## src/rtl/pitch_pkg.sv

```systemverilog
package pitch_pkg;
  localparam int STEP_W   = 5;
  localparam int CODE_W   = 4;
  localparam int STEP_MAX = 16;
  localparam int STEP_MID = 8;
  localparam int N_RAW    = 3 + CODE_W;

  typedef logic [STEP_W-1:0] step_t;

  typedef enum logic {
    MODE_STEP = 1'b0,
    MODE_DIRECT = 1'b1
  } mode_e;

  // saturating increment toward the top of the range
  function automatic step_t step_raise(input step_t s);
    if (s >= step_t'(STEP_MAX)) return step_t'(STEP_MAX);
    return s + step_t'(1);
  endfunction

  // saturating decrement toward zero
  function automatic step_t step_lower(input step_t s);
    if (s == '0) return '0;
    return s - step_t'(1);
  endfunction

  function automatic step_t code_to_step(input logic [CODE_W-1:0] c);
    return step_t'(c);
  endfunction
endpackage

```

## src/rtl/pitch_deglitch.sv

```systemverilog
module pitch_deglitch #(
  parameter int DEB_CYCLES = 248000
) (
  input  logic clk,
  input  logic rst_n,
  input  logic raw_i,
  output logic clean_o
);
  localparam int CNT_W = $clog2(DEB_CYCLES + 1);
  localparam logic [CNT_W-1:0] CNT_LAST = CNT_W'(DEB_CYCLES - 1);

  logic [CNT_W-1:0] cnt_q;
  logic             clean_q;
  wire              hit_last = (cnt_q == CNT_LAST);

  always_ff @(posedge clk or negedge rst_n) begin
    if (!rst_n) begin
      cnt_q   <= '0;
      clean_q <= 1'b0;
    end else if (!raw_i) begin
      cnt_q   <= '0;
      clean_q <= 1'b0;
    end else if (!clean_q) begin
      if (hit_last) clean_q <= 1'b1;
      else          cnt_q   <= cnt_q + 1'b1;
    end
  end

  assign clean_o = clean_q;


  rise_needs_raw_chk: assert property (@(posedge clk) disable iff (!rst_n)
    $rose(clean_o) |-> $past(raw_i));

  drop_follows_raw_chk: assert property (@(posedge clk) disable iff (!rst_n)
    !raw_i |=> !clean_o);
endmodule

```

## src/rtl/pitch_inputs.sv

```systemverilog
module pitch_inputs
  import pitch_pkg::*;
#(
  parameter int DEB_CYCLES = 248000
) (
  input  logic              clk,
  input  logic              rst_n,
  input  logic              up_i,
  input  logic              dn_i,
  input  logic              ctr_i,
  input  logic [CODE_W-1:0] code_i,
  output logic              up_db,
  output logic              dn_db,
  output logic              ctr_db,
  output logic [CODE_W-1:0] code_db
);
  logic [N_RAW-1:0] raw_vec;
  logic [N_RAW-1:0] clean_vec;

  assign raw_vec = {ctr_i, dn_i, up_i, code_i};

  for (genvar g = 0; g < N_RAW; g++) begin : g_flt
    pitch_deglitch #(.DEB_CYCLES(DEB_CYCLES)) u_flt (
      .clk    (clk),
      .rst_n  (rst_n),
      .raw_i  (raw_vec[g]),
      .clean_o(clean_vec[g])
    );
  end

  assign code_db = clean_vec[CODE_W-1:0];
  assign up_db   = clean_vec[CODE_W];
  assign dn_db   = clean_vec[CODE_W+1];
  assign ctr_db  = clean_vec[CODE_W+2];
endmodule

```

## src/rtl/pitch_step_core.sv

```systemverilog
module pitch_step_core
  import pitch_pkg::*;
(
  input  logic              clk,
  input  logic              rst_n,
  input  logic              mode_i,
  input  logic              up_db,
  input  logic              dn_db,
  input  logic              ctr_db,
  input  logic [CODE_W-1:0] code_db,
  output logic [STEP_W-1:0] step_o,
  output logic              chg_o
);
  mode_e mode;
  logic  up_q, dn_q, ctr_q;
  step_t step_q, step_nxt;
  logic  chg_q;

  assign mode = mode_e'(mode_i);

  always_ff @(posedge clk or negedge rst_n) begin
    if (!rst_n) begin
      up_q  <= 1'b0;
      dn_q  <= 1'b0;
      ctr_q <= 1'b0;
    end else begin
      up_q  <= up_db;
      dn_q  <= dn_db;
      ctr_q <= ctr_db;
    end
  end

  // named events for the assertions
  wire up_evt   = up_db & ~up_q;
  wire dn_evt   = dn_db & ~dn_q;
  wire ctr_evt  = ctr_db & ~ctr_q;
  wire both_evt = (up_evt | dn_evt) & up_db & dn_db;
  wire step_mode = (mode == MODE_STEP);

  always_comb begin
    step_nxt = step_q;
    if (!step_mode)     step_nxt = code_to_step(code_db);
    else if (ctr_evt)   step_nxt = step_t'(STEP_MID);
    else if (both_evt)  step_nxt = step_t'(STEP_MID);
    else if (up_evt)    step_nxt = step_raise(step_q);
    else if (dn_evt)    step_nxt = step_lower(step_q);
  end

  always_ff @(posedge clk or negedge rst_n) begin
    if (!rst_n) begin
      step_q <= step_t'(STEP_MID);
      chg_q  <= 1'b0;
    end else begin
      step_q <= step_nxt;
      chg_q  <= (step_nxt != step_q);
    end
  end

  assign step_o = step_q;
  assign chg_o  = chg_q;


  step_range_chk: assert property (@(posedge clk) disable iff (!rst_n)
    step_q <= step_t'(STEP_MAX));

  sat_top_chk: assert property (@(posedge clk) disable iff (!rst_n)
    (step_mode && step_q == step_t'(STEP_MAX) && up_evt && !dn_db && !ctr_evt)
      |=> step_q == step_t'(STEP_MAX));

  sat_bot_chk: assert property (@(posedge clk) disable iff (!rst_n)
    (step_mode && step_q == '0 && dn_evt && !up_db && !ctr_evt) |=> step_q == '0);

  centre_cmd_chk: assert property (@(posedge clk) disable iff (!rst_n)
    (step_mode && ctr_evt) |=> step_q == step_t'(STEP_MID));

  both_centre_chk: assert property (@(posedge clk) disable iff (!rst_n)
    (step_mode && both_evt) |=> step_q == step_t'(STEP_MID));

  direct_no_top_chk: assert property (@(posedge clk) disable iff (!rst_n)
    !step_mode |=> step_q != step_t'(STEP_MAX));

  strobe_real_chk: assert property (@(posedge clk) disable iff (!rst_n)
    chg_o |-> step_q != $past(step_q));

  quiet_hold_chk: assert property (@(posedge clk) disable iff (!rst_n)
    !chg_o |-> $stable(step_q));
endmodule

```

## src/rtl/pitch_step_ctrl.sv

```systemverilog
module pitch_step_ctrl
  import pitch_pkg::*;
#(
  parameter int DEB_CYCLES = 248000
) (
  input  logic       clk,
  input  logic       rst_n,
  input  logic       mode_i,
  input  logic       up_i,
  input  logic       dn_i,
  input  logic       ctr_i,
  input  logic [3:0] code_i,
  output logic [4:0] step_o,
  output logic       chg_o
);
  logic              up_db, dn_db, ctr_db;
  logic [CODE_W-1:0] code_db;

  pitch_inputs #(.DEB_CYCLES(DEB_CYCLES)) u_in (
    .clk    (clk),
    .rst_n  (rst_n),
    .up_i   (up_i),
    .dn_i   (dn_i),
    .ctr_i  (ctr_i),
    .code_i (code_i),
    .up_db  (up_db),
    .dn_db  (dn_db),
    .ctr_db (ctr_db),
    .code_db(code_db)
  );

  pitch_step_core u_core (
    .clk    (clk),
    .rst_n  (rst_n),
    .mode_i (mode_i),
    .up_db  (up_db),
    .dn_db  (dn_db),
    .ctr_db (ctr_db),
    .code_db(code_db),
    .step_o (step_o),
    .chg_o  (chg_o)
  );
endmodule

```

## config.mk

```make
export PLATFORM = sky130hd
export DESIGN_NAME = pitch_step_ctrl
export DESIGN_NICKNAME = d
export VERILOG_FILES = /design/src/rtl/pitch_pkg.sv /design/src/rtl/pitch_deglitch.sv /design/src/rtl/pitch_inputs.sv /design/src/rtl/pitch_step_core.sv /design/src/rtl/pitch_step_ctrl.sv
export SDC_FILE = /design/constraint.sdc
export NUM_CORES = 1
export LEC_CHECK = 0
export BUFFER_PORTS_ARGS = -buffer_cell sky130_fd_sc_hd__buf_2
export CORE_ASPECT_RATIO = 1.75
export CORE_MARGIN = 8
export CORE_UTILIZATION = 40
export CTS_CLUSTER_DIAMETER = 80
export DETAILED_ROUTE_END_ITERATION = 8
export PLACE_DENSITY_LB_ADDON = 0.2
export SKIP_LAST_GASP = 1
export SLEW_MARGIN = 20
export SYNTH_ARGS = -nofsm -noshare
export SYNTH_HDL_FRONTEND = slang
export SYNTH_SLANG_ARGS = --single-unit
export TNS_END_PERCENT = 1
```

## constraint.sdc

```tcl
create_clock -name clk -period 3.1 [get_ports clk]
set_input_delay 0.62 -clock clk [delete_from_list [all_inputs] [get_ports clk]]
set_output_delay 0.62 -clock clk [all_outputs]
set_load 0.02 [all_outputs]
```

## Word level (Yosys, flattened, before mapping)

Cells that the tools add are included.

| word-level totals | value |
|---|---|
| register bits | 142 |
| input port bits | 10 |
| output and inout bits | 6 |
| logic and storage cells | 130 |

| operators by class | value |
|---|---|
| add/subtract/negate cells | 9 |
| order comparisons | 1 |
| equality and inequality tests | 22 |
| muxes and demuxes | 62 |
| bitwise operators | 9 |
| reduce and logical (&&, ||, !) cells | 8 |

Operators with widths:

| kind | number |
|---|---|
| 2-to-1 mux 18 bit | 21 |
| adder 18 x 1 -> 18 bit (second input constant) | 7 |
| == test 18 bit (second input constant) | 7 |
| 2-to-1 mux 5 bit | 9 |
| 2-to-1 mux 1 bit | 32 |
| != test 2 bit (second input constant) | 14 |
| AND reduction 2 bit | 7 |
| adder 5 x 1 -> 5 bit (second input constant) | 1 |
| AND 1 bit | 5 |
| >= comparator 5 bit (second input constant) | 1 |
| zero test 5 bit | 1 |
| != test 5 bit | 1 |
| subtractor 5 x 1 -> 5 bit (second input constant) | 1 |
| NOT 1 bit | 3 |
| bitwise OR 1 bit | 1 |

## Depth between registers and ports, before layout

| depth | value |
|---|---|
| word-level depth | 15 |
| depth in mapped cells | 9 |
| depth with buffers taken out | 8 |

## Cells and area by module

From an unflattened synthesis, not the netlist that was laid out.

| second synthesis, totals | value |
|---|---|
| cells, all modules | 822 |
| area, all modules | 8172.8 sq um |

Modules (own cells, without submodules):

| module | instances | cells each | area each (sq um) | seq. area each (sq um) |
|---|---|---|---|---|
| pitch_deglitch | 7 | 105 | 1061.0 | 475.5 |
| pitch_step_core | 1 | 87 | 745.7 | 226.5 |

## Worst setup path before layout

OpenSTA, ideal clock, no wires.

| path | value |
|---|---|
| kind | reg2reg |
| from | reg u_core.step_q[0], in the netlist u_core.step_o[0] |
| to | reg u_core.chg_q, in the netlist u_core.chg_o |
| setup time | 0.136 ns |
| data arrival time | 1.937 ns |
| data required time | 2.964 ns |
| slack | 1.028 ns |
| cell stages (with the launch flop) | 9 |
| period minus slack after synthesis | 2.072 ns |
| cell sequence | dfrtp_1 -> inv_1 -> ha_1 -> or4b_4 -> nand2_1 -> o31ai_2 -> a221oi_4 -> mux2i_1 -> nand3_1 |

| between the ends | value |
|---|---|
| longest elaborated chain between the ends | 14 |
| elaborated cells on any way between the ends | 23 |
| those cells by class | add/sub: 2; order compare: 1; eq/ne: 1; mux: 18; reduce/logical: 1 |

RTL lines:

| element | RTL line | source |
|---|---|---|
| start: declaration | pitch_step_core.sv:16 | `step_t step_q, step_nxt;` |
| start signal: assignment | pitch_step_core.sv:51 | `step_q <= step_t'(STEP_MID);` |
| start signal: assignment | pitch_step_core.sv:54 | `step_q <= step_nxt;` |
| parallel branches: the longest is 13 deep, another holds >= comparator 5 bit | -- |  |
| != test 5 bit (*) | pitch_step_core.sv:55 | `chg_q <= (step_nxt != step_q);` |
| end signal: assignment | pitch_step_core.sv:55 |  |
| end: declaration | pitch_step_core.sv:17 | `logic chg_q;` |

Every way passes the cells marked *. The select of a mux whose other input is x is not followed.
A chain may end at the register's enable or synchronous reset.

## Final worst setup path

| path | value |
|---|---|
| from | reg u_in.g_flt[0].u_flt.cnt_q[0] |
| to | reg u_in.g_flt[0].u_flt.cnt_q[7] |

| between the ends | value |
|---|---|
| longest elaborated chain between the ends | 4 |
| elaborated cells on any way between the ends | 7 |
| those cells by class | add/sub: 1; eq/ne: 2; mux: 3; reduce/logical: 1 |

RTL lines:

| element | RTL line | source |
|---|---|---|
| start: declaration | pitch_deglitch.sv:12 | `logic [CNT_W-1:0] cnt_q;` |
| start signal: assignment | pitch_deglitch.sv:25 | `else cnt_q <= cnt_q + 1'b1;` |
| adder 18 x 1 -> 18 bit | pitch_deglitch.sv:25 |  |
| 2-to-1 mux 18 bit | pitch_deglitch.sv:24 | `if (hit_last) clean_q <= 1'b1;` |
| 2-to-1 mux 18 bit | pitch_deglitch.sv:23 | `end else if (!clean_q) begin` |
| 2-to-1 mux 18 bit | pitch_deglitch.sv:20 | `end else if (!raw_i) begin` |

Several ways; a longest one is shown, not always the timed one. The select of a mux whose other input is x is not followed.

==> impl_metrics.csv <==
group,metric,value,unit
logic_synthesis,synthesis.nets,782,
sta,final.setup_skew,0.00663,ns
outcome,status,"complete, no violations",
clock_tree,postCtsSetupBuffers,0,
die,core_area,19000,um2
placement,finalWeightedCongestion,0.807,
layout,antennaDiodeCount,0,
die,die_x,121,um
power_and_ir_drop,power_switching_share,0.204,
drt,wl,15100,um
logic_synthesis,synth_enable_flop_cells,0,
setup_path,timing_endpoint_of_the_critical_path,"u_in.g_flt[0].u_flt.cnt_q[7]",
setup_path,critical_path_required,3.41,ns
setup_path,end_kind,"flop",
drt,first_pass_iters,4,
sta,final-max-slew-violation-count,0,
drt,vias_per_cell,5.23,
drt,post_detailed_route_count_of_antenna_violating_nets,0,
die,dieArea,24100,um2
drt,vias,5381,
clock_tree,clock-root-buffer,"clkbuf_16",
clock_tree,htree_num_levels,4,
layout,areaGrowthSynthToFinish,12.6,%
setup_path,r2r-end,"u_in.g_flt[0].u_flt.cnt_q[7]",
logic_synthesis,postSynthRegisterBits,142,
placement,pre_cts_slack,0.664,ns
sta,rsz0062_at_grt,"false",
setup_path,worst_r2r_startpoint,"u_in.g_flt[0].u_flt.cnt_q[0]",
global_routing,combined_global_route_utilization_of_all_metal_layers,0.135,
logic_synthesis,synth_area_per_inst,10.1,um2
sta,layout_worst_path_cycle_share,0.776,
layout,design_area,8660,um2
logic_synthesis,synth.distinct_cells,61,
setup_path,startpoint,"u_in.g_flt[0].u_flt.cnt_q[0]",
global_routing,grt_overflow,0,
logic_synthesis,synth_async_sr_flop_share,1.00,
setup_path,critical_path.max_fanout,19,
layout,layout_common_cells,"dfrtp_1, and2_1, xnor2_1",
setup_path,worst-endpoint-arrival,2.71,ns
die,std_cell_rows,67,
sta,timing_hold_violations_final,0,
clock_tree,post_cts_sizing,0,
drt,drcViolationCount,0,
logic_synthesis,netlist_instances,762,
global_routing,grt_antenna_before_repair,0,
setup_path,cp-start-kind,"flop",
power_and_ir_drop,power.share.clock,0.524,
layout,final_common_cell,"dfrtp_1",
sta,worst_slack,0.695,ns
logic_synthesis,predominant_post_synthesis_flop_cell,"dfrtp_1",
run,drv.max_cap_violation_count,0,
global_routing,grt_pass1_wl,26400,um
sta,setup_viol,0,
drt,wl_per_cell,14.7,um
logic_synthesis,post_synth_top_area_share,0.459,
power_and_ir_drop,net-switching-power,0.885,mW
die,io_pins,16,
power_and_ir_drop,power_per_cell_area,500,nW/um2
drt,drtIter0Drc,280,
setup_path,worst-r2r-setup-slack,0.70,ns
die,floorplan.initialDensity,0.404,
sta,max_freq,416,MHz
power_and_ir_drop,power.leakage,3.86,nW
clock_tree,clk-insertion-delay-late,0.42,ns
clock_tree,cts_bufs_inserted,17,
hold_path,holdCritPathClass,"primary input to asynchronous set/reset pin",
layout,final_core_utilization,0.455,
setup_path,setup.worst_path.class,"flop to flop",
logic_synthesis,mappedNetlistArea,7690,um2
setup_path,worstRegToRegCells,7,
power_and_ir_drop,combPwrFrac,0.035,
logic_synthesis,synth_top_cell_by_area,"dfrtp_1",
sta,worstMarginPinSlew,0.935,ns
placement,io_buffer_count,15,
logic_synthesis,yosysSeqAreaShare,0.462,
clock_tree,clock_sinks,142,
sta,period_minus_slack,2.40,ns
sta,relSlewSlack,0.377,
power_and_ir_drop,internal-power,3.44,mW
clock_tree,clk_pin_slew_worst_paths,0.06,ns
logic_synthesis,synthesis.yosys.warnings,0,
clock_tree,cts_max_path_buffers,2,
placement,dp_hpwl,10500,um
die,die_height,199,um
layout,fillers,1747,
clock_tree,post_cts_hold_buffer_count,0,
power_and_ir_drop,vdd_drop_max,0.349,mV
power_and_ir_drop,power.share.sequential,0.441,
clock_tree,tritoncts_clock_tree,"done",
layout,drive_gt1_frac,0.0964,
logic_synthesis,netlist_top_cells_area,"dfrtp_1, and2_1, xnor2_1, xor2_1, nand2_1",
global_routing,grt_pass1_vias,5599,
layout,num-nets-final,796,
global_routing,maximum_number_of_pins_on_one_net_before_global_route_repair,64,
sta,sum_of_negative_setup_slack,0,ns
placement,placement.cell_area,7990,um2
## final cells by class
type                            instances  area [um2]  area share
Multi-Input combinational cell        574        3930       0.454
Clock buffer                           21         480      0.0555
Inverter                               21        78.8     0.00911
Tap cell                              241         302      0.0348
Timing Repair Buffer                   20         131      0.0152
Sequential cell                       142        3550       0.411
Clock inverter                         10         184      0.0212
## how the worst min path moves through the flow
| stage | depth (start not counted) | end |
|---|---|---|
| 6_report | 1 | u_in.g_flt[3].u_flt.cnt_q[16] |
| 5_1_grt | 1 | u_in.g_flt[3].u_flt.cnt_q[16] |
| 4_1_cts | 1 | u_in.g_flt[3].u_flt.cnt_q[16] |
| 3_5_place_dp | 0 | u_core.ctr_q |
| 3_3_place_gp | 0 | u_core.ctr_q |
| 2_1_floorplan | 0 | u_core.chg_o |
## metrics by stage
step	instances	hold WS (ns)	power, mW
2_1_floorplan	762	0.324	2.02
3_3_place_gp	998	0.478	2.09
3_5_place_dp	998	0.469	2.10
4_1_cts	1029	0.209	4.40
5_1_grt	1029	0.232	4.50
6_report	1029	0.191	4.33
## synth_stat cells, types with 3 or more instances
library cell,number
a21boi_0,6
a21oi_1,10
a31oi_1,3
and2_1,112
and3_1,22
and4_1,8
buf_2,6
buf_6,3
clkbuf_1,14
dfrtp_1,141
ha_1,10
inv_1,21
mux2i_1,10
nand2_1,63
nand2b_1,3
nand3_1,41
nand4_1,26
nor2_1,19
nor2b_1,21
nor3_1,21
nor3_2,4
nor4_1,16
nor4_2,3
nor4_4,3
nor4b_1,6
o21ai_0,13
or3_1,8
xnor2_1,66
xor2_1,47
## routing by layer
layer  GRT usage  vias to the layer above  wire length, um
met1       0.151                     2656             6490
met3      0.0354                       22              505
met2       0.234                       55             7830
met4      0.0605                        0              293
met5           0                        -                0
li1            -                     2648                -
## critical path, stage by stage, from the launching register on
cell and delay [ns]:
dfrtp_1 0.39, ha_1 0.19, nand2_2 0.16, nor4_1 0.21
a41o_1 0.83, nor3_1 0.16, xor2_1 0.18, and2_1 0.16
## registers in the layout (all words and copies together) (netlist names)
register                  count
u_core.ctr_q                  1
u_core.step_o                 5
u_core.dn_q                   1
u_core.chg_o                  1
u_in.g_flt.u_flt.cnt_q      126
u_in.g_flt.u_flt.clean_o      7
u_core.up_q                   1
## power groups by stage
stage	combinational [mW]	clock, mW	sequential (mW)
finish	0.153	2.27	1.91
detailed placement	0.159	0	1.94
global placement	0.151	0	1.94
global route	0.178	2.41	1.91
CTS	0.161	2.33	1.91
floorplan	0.0840	0	1.94
## cell families after synthesis
| group | Yosys count | synth area share |
|---|---|---|
| multiplexers | 10 | 0.0130 |
| XOR/XNOR | 113 | 0.129 |
| adder cells (fa/ha/maj) | 10 | 0.0163 |
| AO/OA/AOI/OAI | 49 | 0.0478 |
| AND/OR/NAND/NOR | 392 | 0.305 |
| buffers and inverters | 46 | 0.0273 |
| flip-flops | 142 | 0.462 |
Power figures use the tool's default switching activity.
